--- config.mk ---
export PLATFORM = sky130hd
export DESIGN_NAME = testclk_sel
export DESIGN_NICKNAME = d
export VERILOG_FILES = /design/src/rtl/testclk_pkg.sv /design/src/rtl/edge_div.sv /design/src/rtl/m_divider.sv /design/src/rtl/testclk_sel.sv
export SDC_FILE = /design/constraint.sdc
export NUM_CORES = 1
export LEC_CHECK = 0
export CORE_ASPECT_RATIO = 1.2
export CORE_MARGIN = 5
export CORE_UTILIZATION = 28
export DETAILED_ROUTE_END_ITERATION = 10
export GPL_ROUTABILITY_DRIVEN = 1
export HOLD_SLACK_MARGIN = 0.1
export PLACE_DENSITY = 0.46
export REMOVE_ABC_BUFFERS = 1
export SKIP_LAST_GASP = 1
export SYNTH_ARGS = -nofsm -noshare
export SYNTH_HDL_FRONTEND = slang
export SYNTH_SLANG_ARGS = --single-unit
export TNS_END_PERCENT = 30
--- constraint.sdc ---
create_clock -name clk -period 4.6 [get_ports clk]
set_clock_uncertainty 0.15 [all_clocks]
set_input_delay 0.46 -clock clk [delete_from_list [all_inputs] [get_ports clk]]
set_output_delay 0.46 -clock clk [all_outputs]
set_load 0.01 [all_outputs]
--- src/rtl/testclk_pkg.sv ---
// Shared select-code type for the test output selector.
// Assumes a 3-bit select; each code value is fixed by the pin behaviour.
package testclk_pkg;

    typedef enum logic [2:0] {
        SEL_SHIFT  = 3'b000,
        SEL_HIGH   = 3'b001,
        SEL_REF16  = 3'b010,
        SEL_MHALF  = 3'b011,
        SEL_FOUT   = 3'b100,
        SEL_LOW    = 3'b101,
        SEL_SCLK_M = 3'b110,
        SEL_FOUT4  = 3'b111
    } tsel_e;

endpackage

--- src/rtl/edge_div.sv ---
// Toggle divider: the output level flips after every `half` enabled ticks.
// Assumes half >= 1; if half shrinks mid-count the counter wraps at once.
module edge_div #(
    parameter int CNT_W = 5
) (
    input  logic             clk,
    input  logic             rst_n,
    input  logic             clr,
    input  logic             tick,
    input  logic [CNT_W-1:0] half,
    output logic             lvl
);
    localparam logic [CNT_W-1:0] ONE = 1;

    logic [CNT_W-1:0] cnt;
    logic             wrap;

    // Terminal point of the current half period.
    assign wrap = (cnt >= half - ONE);

    // Count ticks and toggle the level at each half-period boundary.
    always_ff @(posedge clk) begin
        if (!rst_n || clr) begin
            cnt <= '0;
            lvl <= 1'b0;
        end else if (tick) begin
            if (wrap) begin
                cnt <= '0;
                lvl <= ~lvl;
            end else begin
                cnt <= cnt + ONE;
            end
        end
    end

endmodule

--- src/rtl/m_divider.sv ---
// Feedback divider: a down-counter reloaded with M-1 that counts rising
// source edges only, with a halving flop toggled by its terminal pulse.
// Assumes the first tick after a clear is a rising edge; M of 0 acts as 1.
module m_divider #(
    parameter int M_W = 9
) (
    input  logic           clk,
    input  logic           rst_n,
    input  logic           clr,
    input  logic           tick,
    input  logic [M_W-1:0] m_val,
    output logic           half_lvl
);
    localparam logic [M_W-1:0] ONE = 1;

    logic           phase;
    logic [M_W-1:0] cnt;
    logic [M_W-1:0] reload;
    logic           rise;
    logic           tc_pulse;

    // Reload value, guarding against a zero divide value.
    assign reload   = (m_val == '0) ? '0 : m_val - ONE;
    // A tick seen while the modelled source level is low is a rising edge.
    assign rise     = tick & ~phase;
    // One-cycle terminal-count pulse.
    assign tc_pulse = rise & (cnt == '0);

    // Track source level, count rising edges, halve the terminal pulse.
    always_ff @(posedge clk) begin
        if (!rst_n || clr) begin
            phase    <= 1'b0;
            cnt      <= reload;
            half_lvl <= 1'b0;
        end else begin
            if (tick) begin
                phase <= ~phase;
            end
            if (rise) begin
                cnt <= tc_pulse ? reload : cnt - ONE;
            end
            if (tc_pulse) begin
                half_lvl <= ~half_lvl;
            end
        end
    end

endmodule

--- src/rtl/testclk_sel.sv ---
// Test pin selector with its divide chain: reference /16, M divider with
// halving stage, N output divider and an fout /4 stage, all as enable-driven
// levels in the system clock domain. Assumes tick inputs are one-cycle pulses
// marking source edges. A select change clears every divider.
module testclk_sel
    import testclk_pkg::*;
#(
    parameter int M_W      = 9,
    parameter int N_W      = 2,
    parameter int REF_HALF = 16,
    parameter int F4_HALF  = 4
) (
    input  logic           clk,
    input  logic           rst_n,
    input  logic           vco_tick,
    input  logic           ref_tick,
    input  logic           sclk_tick,
    input  logic           sr_bit,
    input  logic [M_W-1:0] m_val,
    input  logic [N_W-1:0] n_code,
    input  logic [2:0]     tsel,
    output logic           fout,
    output logic           test_out
);
    localparam int REF_CW = $clog2(REF_HALF) + 1;
    localparam int N_CW   = 1 << N_W;
    localparam int F4_CW  = $clog2(F4_HALF) + 1;

    logic [2:0]      tsel_q;
    logic            clr;
    logic            div_tick;
    logic            ref_lvl;
    logic            m_half;
    logic            f4_lvl;
    logic            fout_prev;
    logic            fout_edge;
    logic [N_CW-1:0] n_half;

    // Remember the previous select code to detect a change.
    always_ff @(posedge clk) begin
        if (!rst_n) tsel_q <= SEL_SHIFT;
        else        tsel_q <= tsel;
    end

    assign clr      = (tsel != tsel_q);
    // The divider clock source: shift clock in the low-speed test code.
    assign div_tick = (tsel == SEL_SCLK_M) ? sclk_tick : vco_tick;
    // N code maps to a power-of-two half period.
    assign n_half   = N_CW'(1) << n_code;

    edge_div #(.CNT_W(REF_CW)) u_ref_div (
        .clk   (clk),
        .rst_n (rst_n),
        .clr   (clr),
        .tick  (ref_tick),
        .half  (REF_CW'(REF_HALF)),
        .lvl   (ref_lvl)
    );

    m_divider #(.M_W(M_W)) u_m_div (
        .clk      (clk),
        .rst_n    (rst_n),
        .clr      (clr),
        .tick     (div_tick),
        .m_val    (m_val),
        .half_lvl (m_half)
    );

    edge_div #(.CNT_W(N_CW)) u_n_div (
        .clk   (clk),
        .rst_n (rst_n),
        .clr   (clr),
        .tick  (div_tick),
        .half  (n_half),
        .lvl   (fout)
    );

    // Delayed copy of fout for toggle detection feeding the /4 stage.
    always_ff @(posedge clk) begin
        if (!rst_n || clr) fout_prev <= 1'b0;
        else               fout_prev <= fout;
    end

    assign fout_edge = fout ^ fout_prev;

    edge_div #(.CNT_W(F4_CW)) u_f4_div (
        .clk   (clk),
        .rst_n (rst_n),
        .clr   (clr),
        .tick  (fout_edge),
        .half  (F4_CW'(F4_HALF)),
        .lvl   (f4_lvl)
    );

    // Register the selected source onto the test pin.
    always_ff @(posedge clk) begin
        if (!rst_n) begin
            test_out <= 1'b0;
        end else begin
            case (tsel_e'(tsel))
                SEL_SHIFT:  test_out <= sr_bit;
                SEL_HIGH:   test_out <= 1'b1;
                SEL_REF16:  test_out <= ref_lvl;
                SEL_MHALF:  test_out <= m_half;
                SEL_FOUT:   test_out <= fout;
                SEL_LOW:    test_out <= 1'b0;
                SEL_SCLK_M: test_out <= m_half;
                SEL_FOUT4:  test_out <= f4_lvl;
                default:    test_out <= 1'b0;
            endcase
        end
    end

endmodule

==> run summary, run 1 <==
clk sinks: 31
Yosys reg bits: 31
Reg clk slew, reported paths: 0.06 ns
Required @ worst endpoint: 4.47 ns
cts hold-fix bufs: 0
share of layout cells above drive strength 1: 10.00%
top post-synthesis cells by area: dfxtp_1 24%, edfxtp_1 15%, ha_1 7.5%, xnor2_1 7.2%, xor2_1 5.3%
PD cells: 272.6 nW/um^2
area used by multi-input combinational logic: 1050 sq um
Routed WL per cell: 10.41 microns
outcome: finished, final reports clean
post-route minimum period: 2.434 ns
initial core utilization: 28.50%
Die Y: 98.45 microns
Via density: 4.356
most common cell after layout, fill and taps aside: dfxtp_1
Relative slew margins: 43.66%
Clock Tree Root: clkbuf_8
Cells on Worst Hold Path: 2
worst setup path end: u_m_div.cnt[5]
Pre-antenna DRT Iters: 4
commonest cells after routing, fill and taps aside: 22 x dfxtp_1, 21 x clkdlybuf4s50_1, 20 x nand2_1, 17 x nor2_1, 15 x xnor2_1
post_cts resized: 0
CTS buffer count: 5
fmax: 0.4108 GHz
row count: 32
first-pass GRT wire length: 5.575 mm
worst reg2reg startpoint: u_ref_div.cnt[0]
GPL Wtd Cong: 0.6899
fin nets: 240
antenna-violating nets left: 0
H-Tree Depth: 2
Synth area leader: dfxtp_1
Port Buffers: 21
reg2reg setup slack: 2.65 ns
Period Utilization, post-route: 52.92%
Worst EP arrival: 2.30 ns
Total Routing Usage GR: 8.351%
storage element area: 710.7 sq um
CP Max Fanout: 17
Setup Buffers After CTS: 0
Critical Path Sink Type: register
Reg2Reg Depth: 6
post-place setup slack: 1.812 ns
vias in the first global route: 1,286
die width: 83.71 microns
ys async rst share: 0%
# diodes: 0
largest net degree at the start of global routing: 18
total die area: 8241 sq um
initial antenna violation count: 0
Cell Count, Final, Fillers Out: 295
Reg2Reg Capture Point: u_ref_div.cnt[4]
Core ar.: 6406 sq um
CP Launch Point: tsel[1]
critical path class: in -> reg
post-route setup TNS: 0 ns
Netlist cell types: 48
sequential share of the synthesized area: 38.93%
clock buffer depth: 2
fill count: 690
via count: 1,285
leak pwr: 0.8161 nW
Hold WC Path Type: reg -> reg
nature of the critical path startpoint: primary input
gr ovfl total: 0
synthesized area per cell: 9.868 sq um
yosys warns: 0
hpwl dp: 2.402 mm
Post-Syn Area: 1826 sq um
CTS tree: yes
clock insertion delay at the later pin of the skew report: 0.28 ns
Ports: 22
maxcap violations: 0
routed wire length: 3.070 mm
RSZ-0062 raised after global routing: false
DRC errors left: 0
drt initial violations: 22
Final Setup Violations: 0
area delta synth->final: 20.63%
worst slew pin tran: 0.8434 ns
number of synthesized flops with an enable pin: 9
Cells after DPL: 287
max-slew violation count: 0
Synth Flop Type: dfxtp_1
setup ws final: 2.166 ns
top cell type's share of synthesized area: 24.13%
Mapped Cells: 185
endpoints failing hold: 0
Peak VDD IR: 0.07938 mV
## flip-flops by register name, summed over array words and instances (netlist names), 3 cells and up
signal	count
u_f4_div.cnt	3
u_m_div.cnt	9
tsel_q	3
u_n_div.cnt	4
u_ref_div.cnt	5
## per-stage QoR
step	util, %	instance area (sq um)	hold slack (ns)	power (mW)
after global routing	34.38	2202	0.3660	0.6382
after floorplan	-	1798	0.3084	0.3627
final	34.38	2202	0.3415	0.6002
after detailed placement	33.01	2115	0.3345	0.3991
after CTS	34.38	2202	0.3452	0.6153
after global placement	33.01	2115	0.3230	0.3998
## per-layer routing
| metal | vias to the layer above | global-route usage (%) | routed length [microns] |
|---|---|---|---|
| li1 | 693 | - | - |
| met1 | 560 | 9.764 | 1425 |
| met2 | 27 | 13.47 | 1386 |
| met3 | 5 | 2.843 | 180 |
| met4 | 0 | 4.455 | 76 |
| met5 | - | 0 | 0 |
## critical path, cell delays in order
cell and delay, ns:
clkdlybuf4s50_1 0.66, xnor2_1 0.18, nand4_2 0.37, a21oi_4 0.50, o31ai_1 0.13
## area by class of cell
cell class	count	share of cell area (%)
Inverter	10	1.705
Tap cell	85	4.830
Clock buffer	5	3.125
Multi-Input combinational cell	140	47.67
Timing Repair Buffer	21	9.545
Sequential cell	31	32.27
Clock inverter	3	0.8523
## how the worst min path moves through the flow
stage	from	end	slack [ns]
4_1_cts	u_f4_div.lvl	u_f4_div.lvl	0.35
6_report	u_f4_div.lvl	u_f4_div.lvl	0.34
3_5_place_dp	u_f4_div.lvl	u_f4_div.lvl	0.33
3_3_place_gp	u_f4_div.lvl	u_f4_div.lvl	0.32
5_1_grt	u_f4_div.lvl	u_f4_div.lvl	0.37
2_1_floorplan	u_f4_div.lvl	u_f4_div.lvl	0.31
## synth_stat cells (3+ instances only)
cell type  instances
o31ai_1            8
and2_1             7
xnor2_1           15
o21ai_0            4
xor2_1            11
a21oi_1            4
inv_1             10
edfxtp_1           9
mux2i_1            4
dfxtp_1           22
ha_1              11
nor2_1            17
nand2_1           20
nand2b_1           3
## power by group
group	switching [mW]	total [mW]	internal (mW)
Clock	0.104	0.209	0.105
Sequential	0.0125	0.308	0.296
Combinational	0.0377	0.0828	0.0450
## cells by family (layout without fill, tap and decap cells)
logic type	count (synthesis)	count (layout)	synth area share, %
mux	7	7	4.249
flops	31	31	38.93
other cells	1	1	0.2054
buf+inv	14	39	3.564
xor+xnor	26	26	12.47
fa+ha+maj	11	11	7.539
compound gates	27	27	10.83
simple gates	68	68	22.21
Power figures use the tool's default switching activity.
==> run 2: changes to the inputs <==
Clock period 4.6 ns to 2.4 ns, I/O delays scaled along.
==> run 2 against run 1 <==
Effect of this change:
- utilization increased by 1.4 points
- count of clock-buffer cells in the layout increased by 2
- first-iteration DRC count increased by 4.5%
- sequential share of layout area decreased by 1.3 points
- combinational power increased by 110%
- setup slack got worse by 1.8 ns
- routed wire length increased by 6.6%
==> run summary, run 2 (synthesis gave the netlist of run 1 again) <==
RSZ-0062 raised after global routing: false
Worst EP arrival: 1.93 ns
worst setup path end: u_m_div.cnt[8]
initial core utilization: 28.50%
fmax: 0.4897 GHz
Setup Buffers After CTS: 0
Via density: 4.366
Final Setup Violations: 0
row count: 32
maxcap violations: 0
PD cells: 530.6 nW/um^2
antenna-violating nets left: 0
first-pass GRT wire length: 5.520 mm
vias in the first global route: 1,251
post-route setup TNS: 0 ns
Routed WL per cell: 10.80 microns
largest register by flop count: u_m_div.cnt
outcome: finished, final reports clean
total die area: 8241 sq um
endpoints failing hold: 0
leak pwr: 0.8634 nW
Tot Pwr: 1.216 mW
gr ovfl total: 0
Die Y: 98.45 microns
Ports: 22
CP Max Fanout: 3
Pre-antenna DRT Iters: 4
Largest register FFs: 9
routed wire length: 3.272 mm
max-slew violation count: 0
critical path class: in -> reg
Reg2Reg Capture Point: u_m_div.cnt[5]
post-route minimum period: 2.042 ns
fill count: 676
clk sinks: 31
via count: 1,323
reg2reg setup slack: 0.47 ns
fin nets: 248
WHS: 0.3380 ns
CTS tree: yes
die width: 83.71 microns
CTS buffer count: 5
GPL Wtd Cong: 0.7091
Clock Tree Root: clkbuf_8
Core ar.: 6406 sq um
share of layout cells above drive strength 1: 13.30%
hpwl dp: 2.573 mm
Regs by FF count: u_m_div.cnt x9, u_ref_div.cnt x5, u_n_div.cnt x4
cts hold-fix bufs: 0
most common cell after layout, fill and taps aside: dfxtp_1
area used by multi-input combinational logic: 1050 sq um
Core Util, Final: 35.76%
Peak VDD IR: 0.1684 mV
Required @ worst endpoint: 2.29 ns
storage element area: 710.7 sq um
clock buffer depth: 2
drt initial violations: 23
Period Utilization, post-route: 85.08%
post_cts resized: 0
Reg2Reg Depth: 5
CP Launch Point: m_val[1]
worst reg2reg startpoint: u_m_div.cnt[3]
Reg clk slew, reported paths: 0.07 ns
commonest cells after routing, fill and taps aside: 22 x dfxtp_1, 21 x clkdlybuf4s50_1, 20 x nand2_1, 17 x nor2_1, 15 x xnor2_1
DRC errors left: 0
Total Routing Usage GR: 8.332%
# diodes: 0
clock insertion delay at the later pin of the skew report: 0.28 ns
initial antenna violation count: 0
Hold WC Path Type: reg -> reg
largest net degree at the start of global routing: 18
area delta synth->final: 25.50%
H-Tree Depth: 2
Critical Path Sink Type: register
nature of the critical path startpoint: primary input
Port Buffers: 21
[run 2: how the worst min path moves through the flow]
stage,slack (ns),to,from,depth (start not counted)
floorplan,0.18,u_ref_div.cnt[4],ref_tick,1
global placement,0.33,u_f4_div.lvl,u_f4_div.lvl,2
detailed placement,0.33,u_n_div.cnt[1],u_n_div.cnt[1],2
CTS,0.34,u_n_div.cnt[1],u_n_div.cnt[1],2
global route,0.37,u_f4_div.lvl,u_f4_div.lvl,2
finish,0.34,u_n_div.cnt[1],u_n_div.cnt[1],2
[run 2: metal layers]
layer	share of wire, %	GRT usage, %	vias to the layer above
li1	-	-	705
met1	47	9.913	585
met2	45	12.80	25
met3	5.4	3.428	8
met4	2.6	4.455	0
met5	0	0	-
[run 2: power breakdown]
part	total [mW]	switching (mW)	internal (mW)
sequential	0.591	0.0238	0.567
combinational	0.171	0.0766	0.0946
clock	0.454	0.193	0.261
[run 2: critical path: stages]
cell             delay, ns
clkdlybuf4s50_1       0.43
inv_1                 0.07
ha_1                  0.16
nor3b_2               0.18
or3b_4                0.43
o31a_1                0.26
o22a_1                0.17
[run 2: through the flow]
step                cells  cell area [sq um]  setup slack, ns
CTS                   303               2291           0.3454
global placement      295               2187          0.04335
global route          303               2291           0.1730
floorplan             181               1798           0.5058
finish                303               2291           0.3581
detailed placement    295               2187          0.03690
[run 2: cell type report]
class                           instances  area share [%]
Clock inverter                          1          0.3277
Inverter                               10           1.638
Multi-Input combinational cell        140           45.82
Tap cell                               85           4.642
Timing Repair Buffer                   29           12.34
Clock buffer                            7           4.205
Sequential cell                        31           31.02
==> run 3: changes to the inputs <==
Settings changed: CORE_ASPECT_RATIO 1.2 to 1.4.
==> run 3 against run 2 <==
Effect of this change:
- clock power down 15%
- critical path depth unchanged
- global-route usage up 0.87 points
- final cell count down 3.6%
- setup slack worse by 0.019 ns
- via count up 2.1%
- non-clock buffer count up 2
- combinational power about the same
- design area down 0.93%
- maximum frequency down 0.94%
==> run summary, run 3 (synthesis gave the netlist of run 1 again) <==
hpwl dp: 2.652 mm
CTS buffer count: 5
cts hold-fix bufs: 0
post-route minimum period: 2.061 ns
Peak VDD IR: 0.2225 mV
clock insertion delay at the later pin of the skew report: 0.28 ns
PD cells: 508.1 nW/um^2
Pint: 0.8614 mW
most common cell after layout, fill and taps aside: dfxtp_1
maxcap violations: 0
max-slew violation count: 0
Hold WC Path Type: reg -> reg
Pre-antenna DRT Iters: 4
initial antenna violation count: 0
Routed WL per cell: 11.63 microns
Port Buffers: 21
Regs by FF count: u_m_div.cnt x9, u_ref_div.cnt x5, u_n_div.cnt x4
total die area: 8257 sq um
die width: 78.24 microns
outcome: finished, final reports clean
GPL Wtd Cong: 0.6974
DRC errors left: 0
endpoints failing hold: 0
largest net degree at the start of global routing: 18
drt initial violations: 32
Core ar.: 6296 sq um
Period Utilization, post-route: 85.89%
critical path class: in -> reg
post-route setup TNS: 0 ns
combinational power share: 15.1%
Final Setup Violations: 0
post_cts resized: 0
area delta synth->final: 24.33%
largest register by flop count: u_m_div.cnt
nature of the critical path startpoint: primary input
Die Y: 105.5 microns
leak pwr: 0.8703 nW
initial core utilization: 28.99%
gr ovfl total: 0
clk sinks: 31
Reg clk slew, reported paths: 0.07 ns
Via density: 4.627
Core Util, Final: 36.05%
fin nets: 250
Total Routing Usage GR: 9.198%
share of layout cells above drive strength 1: 14.09%
antenna-violating nets left: 0
first-pass GRT wire length: 6.120 mm
Critical Path Sink Type: register
Clk pwr share: 33.6%
# diodes: 0
Net Sw Power: 0.2918 mW
Largest register FFs: 9
row count: 34
Ports: 22
Worst EP arrival: 1.94 ns
Setup Buffers After CTS: 0
part of the power in registers: 51.3%
fmax: 0.4851 GHz
Clock Tree Root: clkbuf_8
RSZ-0062 raised after global routing: false
clock buffer depth: 2
sw frac: 25.30%
routed wire length: 3.396 mm
via count: 1,351
Required @ worst endpoint: 2.28 ns
CTS tree: yes
vias in the first global route: 1,397
CP Max Fanout: 3
H-Tree Depth: 2
commonest cells after routing, fill and taps aside: 22 x dfxtp_1, 21 x clkdlybuf4s50_1, 20 x nand2_1, 17 x nor2_1, 15 x xnor2_1
==> run 3: power groups by stage <==
stage | registers (mW) | logic [mW] | clock network [mW]
4_1_cts | 0.592 | 0.177 | 0.418
6_report | 0.592 | 0.174 | 0.388
5_1_grt | 0.595 | 0.196 | 0.432
3_3_place_gp | 0.603 | 0.175 | 0
3_5_place_dp | 0.604 | 0.174 | 0
2_1_floorplan | 0.599 | 0.0966 | 0
==> run 3: per-layer routing <==
layer / wire (microns) / GRT usage [%]
met3: 138 / 2.218
met5: 0 / 0
met4: 94 / 5.250
met1: 1501 / 10.37
met2: 1661 / 15.69
==> run 3: worst paths after layout <==
check / from / endpoint / slack, ns / cells past startpoint
max reg2reg: u_ref_div.cnt[0] / u_ref_div.cnt[4] / 0.48 / 6
max: m_val[1] / u_m_div.cnt[8] / 0.34 / 7
min: u_f4_div.lvl / u_f4_div.lvl / 0.34 / 2
min reg2reg: u_f4_div.lvl / u_f4_div.lvl / 0.34 / 2
==> run 3: final cells by class <==
type                            instances  area [sq um]
Clock buffer                            5         68.82
Clock inverter                          3         15.01
Fill cell                             658          4026
Inverter                               10         37.54
Multi-Input combinational cell        140          1050
Sequential cell                        31         710.7
Tap cell                               72         90.09
Timing Repair Buffer                   31         297.8
==> run 3: critical path, stage by stage <==
cell and delay, ns:
clkdlybuf4s50_1 0.43, inv_1 0.07, ha_1 0.16, nor3b_2 0.19
or3b_4 0.43, o31a_1 0.26, o22a_1 0.17
==> run 3: stage by stage <==
stage | cell area, sq um | worst slack [ns] | hold slack [ns] | instances | power (mW)
after floorplan | 1798 | 0.5058 | 0.1846 | 181 | 0.6951
after global placement | 2186 | 0.03200 | 0.3254 | 284 | 0.7775
after detailed placement | 2186 | 0.03274 | 0.3302 | 284 | 0.7779
after CTS | 2270 | 0.3410 | 0.3443 | 292 | 1.187
after global routing | 2270 | 0.2008 | 0.3827 | 292 | 1.223
final | 2270 | 0.3387 | 0.3391 | 292 | 1.153
